==> src/rtl/ost_pkg.sv <==
package ost_pkg;
  localparam logic ADDR_RELOAD = 1'b0;
  localparam logic ADDR_CTRL   = 1'b1;
  localparam int   CTL_ARM     = 0;
  localparam int   CTL_OE      = 1;
  localparam int   CTL_ICLR    = 2;
endpackage

==> src/rtl/ost_regs.sv <==
module ost_regs #(
  parameter int W = 16
) (
  input  logic         clk,
  input  logic         rst_n,
  input  logic         wr_en,
  input  logic         wr_addr,
  input  logic [W-1:0] wr_data,
  output logic [W-1:0] reload,
  output logic         arm,
  output logic         oe,
  output logic         ld_stb,
  output logic         stop_req,
  output logic         irq_clr
);
  import ost_pkg::*;

  logic ctl_wr;
  assign ctl_wr   = wr_en && (wr_addr == ADDR_CTRL);
  assign ld_stb   = wr_en && (wr_addr == ADDR_RELOAD);
  assign stop_req = !arm || (ctl_wr && !wr_data[CTL_ARM]);
  assign irq_clr  = ctl_wr && wr_data[CTL_ICLR];

  always_ff @(posedge clk or negedge rst_n) begin
    if (!rst_n) begin
      reload <= '0;
      arm    <= 1'b0;
      oe     <= 1'b0;
    end else begin
      if (ld_stb) reload <= wr_data;
      if (ctl_wr) begin
        arm <= wr_data[CTL_ARM];
        oe  <= wr_data[CTL_OE];
      end
    end
  end
endmodule

==> src/rtl/ost_counter.sv <==
module ost_counter #(
  parameter int W = 16
) (
  input  logic         clk,
  input  logic         rst_n,
  input  logic         tick,
  input  logic         trig,
  input  logic         stop_req,
  input  logic         ld_stb,
  input  logic [W-1:0] ld_val,
  input  logic [W-1:0] reload,
  output logic         running,
  output logic         pending,
  output logic [W-1:0] cnt,
  output logic         done
);
  localparam logic [W-1:0] ONE = W'(1);

  logic reload_nz;
  assign reload_nz = (reload != '0);
  assign done = running && !stop_req && tick && !pending && (cnt == ONE);

  always_ff @(posedge clk or negedge rst_n) begin
    if (!rst_n) begin
      running <= 1'b0;
      pending <= 1'b0;
      cnt     <= '0;
    end else if (!running) begin
      pending <= 1'b0;
      if (ld_stb) cnt <= ld_val;
      if (trig && !stop_req && reload_nz) running <= 1'b1;
    end else if (stop_req) begin
      running <= 1'b0;
      pending <= 1'b0;
      cnt     <= reload;
    end else if (tick) begin
      pending <= 1'b0;
      if (pending) begin
        cnt <= reload;
        if (!reload_nz) running <= 1'b0;
      end else if (cnt == ONE) begin
        running <= 1'b0;
        cnt     <= reload;
      end else begin
        cnt <= cnt - ONE;
      end
    end else if (trig && !pending) begin
      pending <= 1'b1;
    end
  end
endmodule

==> src/rtl/ost_irq.sv <==
module ost_irq (
  input  logic clk,
  input  logic rst_n,
  input  logic set,
  input  logic clr,
  output logic flag
);
  always_ff @(posedge clk or negedge rst_n) begin
    if (!rst_n)   flag <= 1'b0;
    else if (set) flag <= 1'b1;
    else if (clr) flag <= 1'b0;
  end
endmodule

==> src/rtl/oneshot_timer.sv <==
module oneshot_timer #(
  parameter int W = 16
) (
  input  logic         clk,
  input  logic         rst_n,
  input  logic         tick_i,
  input  logic         trig_i,
  input  logic         wr_en_i,
  input  logic         wr_addr_i,
  input  logic [W-1:0] wr_data_i,
  input  logic         irq_ack_i,
  output logic         pulse_o,
  output logic         pulse_oe_o,
  output logic         irq_o
);
  logic [W-1:0] reload_q;
  logic [W-1:0] cnt_q;
  logic         arm_q, oe_q, ld_stb, stop_req, irq_clr;
  logic         run_q, pend_q, done_ev;

  ost_regs #(.W(W)) u_regs (
    .clk      (clk),
    .rst_n    (rst_n),
    .wr_en    (wr_en_i),
    .wr_addr  (wr_addr_i),
    .wr_data  (wr_data_i),
    .reload   (reload_q),
    .arm      (arm_q),
    .oe       (oe_q),
    .ld_stb   (ld_stb),
    .stop_req (stop_req),
    .irq_clr  (irq_clr)
  );

  ost_counter #(.W(W)) u_cnt (
    .clk      (clk),
    .rst_n    (rst_n),
    .tick     (tick_i),
    .trig     (trig_i),
    .stop_req (stop_req),
    .ld_stb   (ld_stb),
    .ld_val   (wr_data_i),
    .reload   (reload_q),
    .running  (run_q),
    .pending  (pend_q),
    .cnt      (cnt_q),
    .done     (done_ev)
  );

  ost_irq u_irq (
    .clk   (clk),
    .rst_n (rst_n),
    .set   (done_ev),
    .clr   (irq_clr || irq_ack_i),
    .flag  (irq_o)
  );

  assign pulse_o    = run_q && oe_q;
  assign pulse_oe_o = oe_q;

  logic unused_arm;
  assign unused_arm = arm_q;
endmodule

==> config.mk <==
export PLATFORM = sky130hd
export DESIGN_NAME = oneshot_timer
export DESIGN_NICKNAME = d
export VERILOG_FILES = /design/src/rtl/ost_pkg.sv /design/src/rtl/ost_regs.sv /design/src/rtl/ost_counter.sv /design/src/rtl/ost_irq.sv /design/src/rtl/oneshot_timer.sv
export SDC_FILE = /design/constraint.sdc
export NUM_CORES = 1
export LEC_CHECK = 0
export ABC_AREA = 1
export ABC_CLOCK_PERIOD_IN_PS = 1500
export BUFFER_PORTS_ARGS = -buffer_cell sky130_fd_sc_hd__buf_2
export CAP_MARGIN = 40
export CORE_MARGIN = 2
export CORE_UTILIZATION = 53
export CTS_BUF_LIST = sky130_fd_sc_hd__clkbuf_16
export DETAILED_ROUTE_END_ITERATION = 8
export PLACE_DENSITY = 0.76
export SETUP_SLACK_MARGIN = 0.05
export SYNTH_ARGS = -nofsm -noshare
export SYNTH_HDL_FRONTEND = slang
export SYNTH_SLANG_ARGS = --single-unit
==> constraint.sdc <==
create_clock -name clk -period 1.5 [get_ports clk]
set_input_delay 0.375 -clock clk [delete_from_list [all_inputs] [get_ports clk]]
set_output_delay 0.375 -clock clk [all_outputs]
set_load 0.01 [all_outputs]
# == Yosys cells after proc, flatten, opt, wreduce, memory -nomap -nowiden ==
# Cells that the tools add are included.
# W data, S select, Z words.
# classes
n_addsub,1
eq_ne,3
n_mux,19
bitwise_logic,1
reduce_logical,22
# ops
operator,count
$mux W16,6
$eq A16 B1 Y1 const B,1
$reduce_bool A16 Y1,1
$sub A16 B1 Y16 const B,1
$mux W1,13
$logic_and A1 B1 Y1,12
$logic_not A1 Y1,4
$ne A4 B3 Y1 const B,1
$reduce_bool A2 Y1,2
$ne A3 B2 Y1 const B,1
$logic_or A1 B1 Y1,2
$reduce_and A2 Y1,1
$not A1 Y1,1
# totals
register_bits,37
input_bits,23
output_inout_bits,3
wordCells,53

# == Depth between registers and ports, before layout ==
# depth
ltp_word,9
ltp_mapped,13
depth_no_buf,12

# == Cells and area by module ==
# A second synthesis with hierarchy kept.
# hier_totals
hier_cells,363
hier_area_um2,2433.6
# modules_own_cells
mod,n_inst,cells_per_inst,area_per_inst_um2,seq_area_each_um2
ost_counter,1,270,1619.1,450.4
ost_regs,1,83,755.7,450.4
ost_irq,1,5,40.0,25.0
oneshot_timer,1,5,18.8,0.0

# == Least setup slack after synthesis ==
# OpenSTA, ideal clock, no wires.
# synth_path
path_kind,register to register
from,reg u_cnt.cnt[1]
to,reg u_cnt.cnt[9]
setup_time_ns,0.073
arrival_ns,1.429
required_ns,1.427
setup_slack_ns,-0.002
path_stages_with_launch,14
path_buffers,1
synth_period_minus_slack_ns,1.502
cell_sequence,dfrtp_1 -> inv_1 -> ha_1 -> inv_1 -> nor2_1 -> nand2_1 -> nor2_4 -> nand2_4 -> nand2_8 -> inv_4 -> buf_8 -> nand2_2 -> nand3_2 -> a21oi_2
# synth_between
elab_chain_len,6
word_cells_on_any_way,7
classes_between,add/sub: 1; eq/ne: 1; mux: 5
# synth_lines
item,line_no,rtl
from (decl),ost_counter.sv:14,"output logic [W-1:0] cnt,"
from (signal assigned),ost_counter.sv:30,if (ld_stb) cnt <= ld_val;
from (signal assigned),ost_counter.sv:35,cnt <= reload;
from (signal assigned),ost_counter.sv:39,cnt <= reload;
$sub A16 B1 Y16 or $eq A16 B1 Y1 (tied branches),"ost_counter.sv:45, ost_counter.sv:41",
$mux W16 (*),ost_counter.sv:41,end else if (cnt == ONE) begin
$mux W16 (*),ost_counter.sv:38,if (pending) begin
$mux W16 (*),ost_counter.sv:36,end else if (tick) begin
$mux W16 (*),ost_counter.sv:32,end else if (stop_req) begin
$mux W16 (*),ost_counter.sv:28,end else if (!running) begin
# Every way passes the cells marked *; elsewhere a longest branch is shown, timed or not. The select of a mux whose other input is x is not followed.
# A chain may end at the register's enable or synchronous reset.

# == Final worst setup path ==
# layout_path
from,reg u_cnt.cnt[1]
to,reg u_cnt.cnt[0]
# layout_between
elab_chain_len,6
# layout_lines
item,line_no
$eq A16 B1 Y1,ost_counter.sv:41
$mux W16,ost_counter.sv:41
$mux W16,ost_counter.sv:38
$mux W16,ost_counter.sv:36
$mux W16,ost_counter.sv:32
$mux W16,ost_counter.sv:28
# No other way between the ends. The select of a mux whose other input is x is not followed.

==> results.md <==
Detailed routing:
- The pre-antenna-repair detailed-routing pass consisted of 6 iterations.
- After detailed routing, the total wire length is 6.90 mm.
- The average wire per standard cell is 15.3 um.
- The per-cell via count in the routed design is 5.59.
- After the first detailed-routing iteration, the DRC count stood at 197.
- The post-detailed-route DRC marker count is 0.
- Detailed routing inserted a total of 2521 vias.
- The post-route antenna net violation count is 0.

Critical path:
- The worst stage delay on the critical path is around 0.39 ns.
- The critical path launch point type is a flop.
- The largest individual stage delay along the critical path comes from the cell dfrtp_1.
- The kind of capture point of the worst setup path is a flop.
- Data on the critical path is required at its endpoint by 1.70 ns.
- Walking the worst path, the cells encountered are inv_2, ha_4, inv_2, nor2_1, nand2_1, nor2_4, nand2_4, buf_4, nand3_1, nand3_1, a21oi_1.
- For the worst setup path, the data arrival time is around 1.8 ns.
- The number of cells on the worst reg-to-reg path is 11.
- The largest fanout on the critical path is 5.
- The worst setup path is of the flop to flop kind.
- The launch point of the critical path is u_cnt.cnt[1].
- The worst flop-to-flop path startpoint is u_cnt.cnt[1].

Clocking:
- The H-tree depth reported by CTS is 2.
- After clock tree synthesis, the clock-pin slew on the worst setup and hold paths is 0.06 ns.
- TritonCTS built the clock tree.
- The tree is rooted in a clkbuf_16.
- The number of sinks handled by clock tree synthesis is 37.
- The number of buffers on the longest clock path is 2.
- The number of buffers created by CTS is 5.
- The clock reaches the later pin of the worst-skew pair after about 0.28 ns.

Worst hold path:
- The path type of the worst min-delay path is input pin to async pin.

Place:
- The estimated wirelength of the detail-placed design is 4.55 mm.
- The congestion estimate from routability-driven global placement came to between 0.8 and 0.9.
- The count of input and output buffers is 25.

Floorplan:
- From bottom edge to top edge, the die measures 71.8 um.
- The effective utilization at floorplan is between 50% and 60%.
- 26 I/O pins were placed.
- The die extent in x is ~72 um.
- The core region is ~4400 um2.
- Row generation in the floorplan step produced 24 rows.
- The area of the die is 5160 um2.

Synthesis:
- The total nets after synthesis is ~360.
- Summing the sequential cell areas from Yosys gives 38.0% of the chip area.
- For this run, the number of Yosys warnings is 0.
- The mean area per synthesized cell is slightly above 7 um2.
- The post-synthesis cell type with the largest combined area is dfrtp_1.
- The netlist uses 30 different library cells.
- Ranked by total cell area, the synthesized netlist is headed by dfrtp_1 (38%), nand2_1 (9.1%), nor2_1 (8.3%).
- The area of the mapped netlist is roughly 2400 um2.
- The synthesized design devotes to its leading area cell type roughly 38% of total area.
- In the synthesized netlist, the number of instances is 338.
- The number of synthesized register bits is 37.

Timing:
- Headroom to the max-slew limit came out at 68.7%.
- The count of pins over their slew limit is 0.
- The final setup skew is 0.00452 ns.
- The post-layout minimum cycle time is 1.57 ns.
- The highest clock rate is 635 MHz.
- Setup repair after global routing could not meet its margin everywhere.
- The setup violation total in the final timing report is 17.
- The aggregate negative setup slack is -0.843 ns.
- Of the available clock period, the critical path in the final layout requires 105%.
- The transition time at the pin with the least slew margin is 0.470 ns.
- The worst setup slack after layout is -0.0745 ns.
- The final-report hold violation count is 0.

Pwr:
- VDD sags by at most 820 uV.
- The total leakage power is 0.00153 uW.
- The power consumption is roughly 4800 uW.
- The power density normalized to cell area is 1530 nW/um2.

Finish:
- The repair_antennas step left the layout with diodes totalling 0.
- The post-layout utilization of the core is 71.8%.
- Of the cells placed in the final design, the portion with a size suffix greater than 1 is 36.6%.
- The final layout contains 423 nets.
- The leading cell type in the layout, fill and taps excluded is nand2_1.
- The layout-stage area growth over the synthesis result is 29.1%.
- The library cells used most frequently in the layout, excluding fill and tap cells, are nand2_1 (52), nor2_1 (48), inv_1 (44).

Run:
- The number of violations of the max-capacitance limit is 0.

GRT:
- Entering global routing, the biggest net connects 21 pins.
- The number of global-route vias before repair is 2447.
- In the global route stage, met1 resource usage came out at 38.3%.
- The first global-routing pass estimated 11.4 mm of wire.
- The initial antenna violation count is 0.
- The global routing met3 resource utilization is under 10%.
- After global routing, the most crowded layer is met2.
- The fraction of met2 tracks used by global routing is between 40 and 50%.
- The global routing usage summed across all routing layers is approximately 28%.
- For this run the aggregate overflow at the end of global routing stands at 0.

Outcome:
- The checks that failed: setup timing.
- The flow ran to the end, but the final reports show violations.
through the flow:
stage / area [um2] / hold WS (ns) / setup WS [ns] / std cells
final: 3150 / 0.0480 / -0.0745 / 451
after global routing: 3150 / 0.0834 / -0.148 / 451
after CTS: 3070 / 0.0595 / -0.0401 / 450
after detailed placement: 2810 / 0.351 / -0.0758 / 435
after global placement: 2810 / 0.342 / -0.0677 / 435
after floorplan: 2450 / 0.0794 / 0.0177 / 338
power breakdown:
group          internal, uW  leakage (uW)  switching, uW  total [uW]
registers              1270      0.000422            290        1560
clock network           600     0.0000687            394         994
logic                   939       0.00104           1320        2260
critical path, delay by kind of cell (launching register included):
kind                     cells  cell delay (ns)
AND/OR/NAND/NOR              6             0.57
flip-flops                   1             0.39
adder cells (fa/ha/maj)      1             0.12
buffers and inverters        3             0.26
AO/OA/AOI/OAI                1             0.15
repair_timing:
| action | 4_1_cts | 5_1_grt |
|---|---|---|
| pin swaps | 8 | 7 |
| gates resized for setup | 21 | 20 |
| endpoints found under the setup margin | 17 | 17 |
| hold buffers | 0 | 0 |
| endpoints found under the hold margin | 0 | 0 |
| buffers inserted | 7 | 1 |
path summary, 6_finish.rpt:
| check | endpoint | slack [ns] |
|---|---|---|
| max in group asynchronous | u_cnt.cnt[11] | 0.98 |
| setup / recovery | u_cnt.cnt[0] | -0.07 |
| hold / removal | u_regs.oe | 0.05 |
| min in group clk | u_irq.flag | 0.29 |
| hold reg to reg | u_regs.reload[0] | 0.50 |
| setup reg to reg | u_cnt.cnt[0] | -0.07 |
cell type report:
class | count | area [um2]
fillers | 300 | 1240
clock buffers | 5 | 125
clock inverters | 3 | 12.5
repair buffers | 62 | 427
flip-flops and latches | 37 | 927
multi-input cells | 241 | 1390
inverters | 51 | 201
well taps | 52 | 65.1
routing by layer:
layer,up-vias,routed length [um]
met5,-,0
met4,0,177
met3,21,503
met2,139,3280
met1,1161,2940
li1,1200,-
cells in the mapped netlist:
cell type and n:
nand3_1 18, xor2_1 1, nor2_2 3, buf_1 2
clkbuf_1 2, buf_4 3, ha_1 2, nand3b_1 1
nor3_1 1, o21ai_0 14, o22ai_1 1, nand4_1 11
nand2_8 1, xnor2_1 1, buf_8 1, inv_2 3
nand2_2 9, a21oi_2 5, nand3_2 10, or2_2 1
dfrtp_1 37, o21bai_1 1, a21oi_1 40, buf_2 1
nand2_4 3, nor2_4 5, nand2_1 59, inv_4 2
inv_1 46, nor2_1 54
flip-flops by register name, indices dropped and copies added, names as in the netlist:
| name | cells |
|---|---|
| u_irq.flag | 1 |
| u_regs.oe | 1 |
| u_cnt.pending | 1 |
| u_cnt.running | 1 |
| u_cnt.cnt | 16 |
| u_regs.arm | 1 |
| u_regs.reload | 16 |
cells by family after synthesis:
group | Yosys count | synth area share, %
xor+xnor | 2 | 0.719
compound gates | 61 | 13.4
buf+inv | 60 | 10.4
fa+ha+maj | 2 | 1.03
simple gates | 176 | 36.4
flops | 37 | 38.0
(Power assumes the default switching activity.)
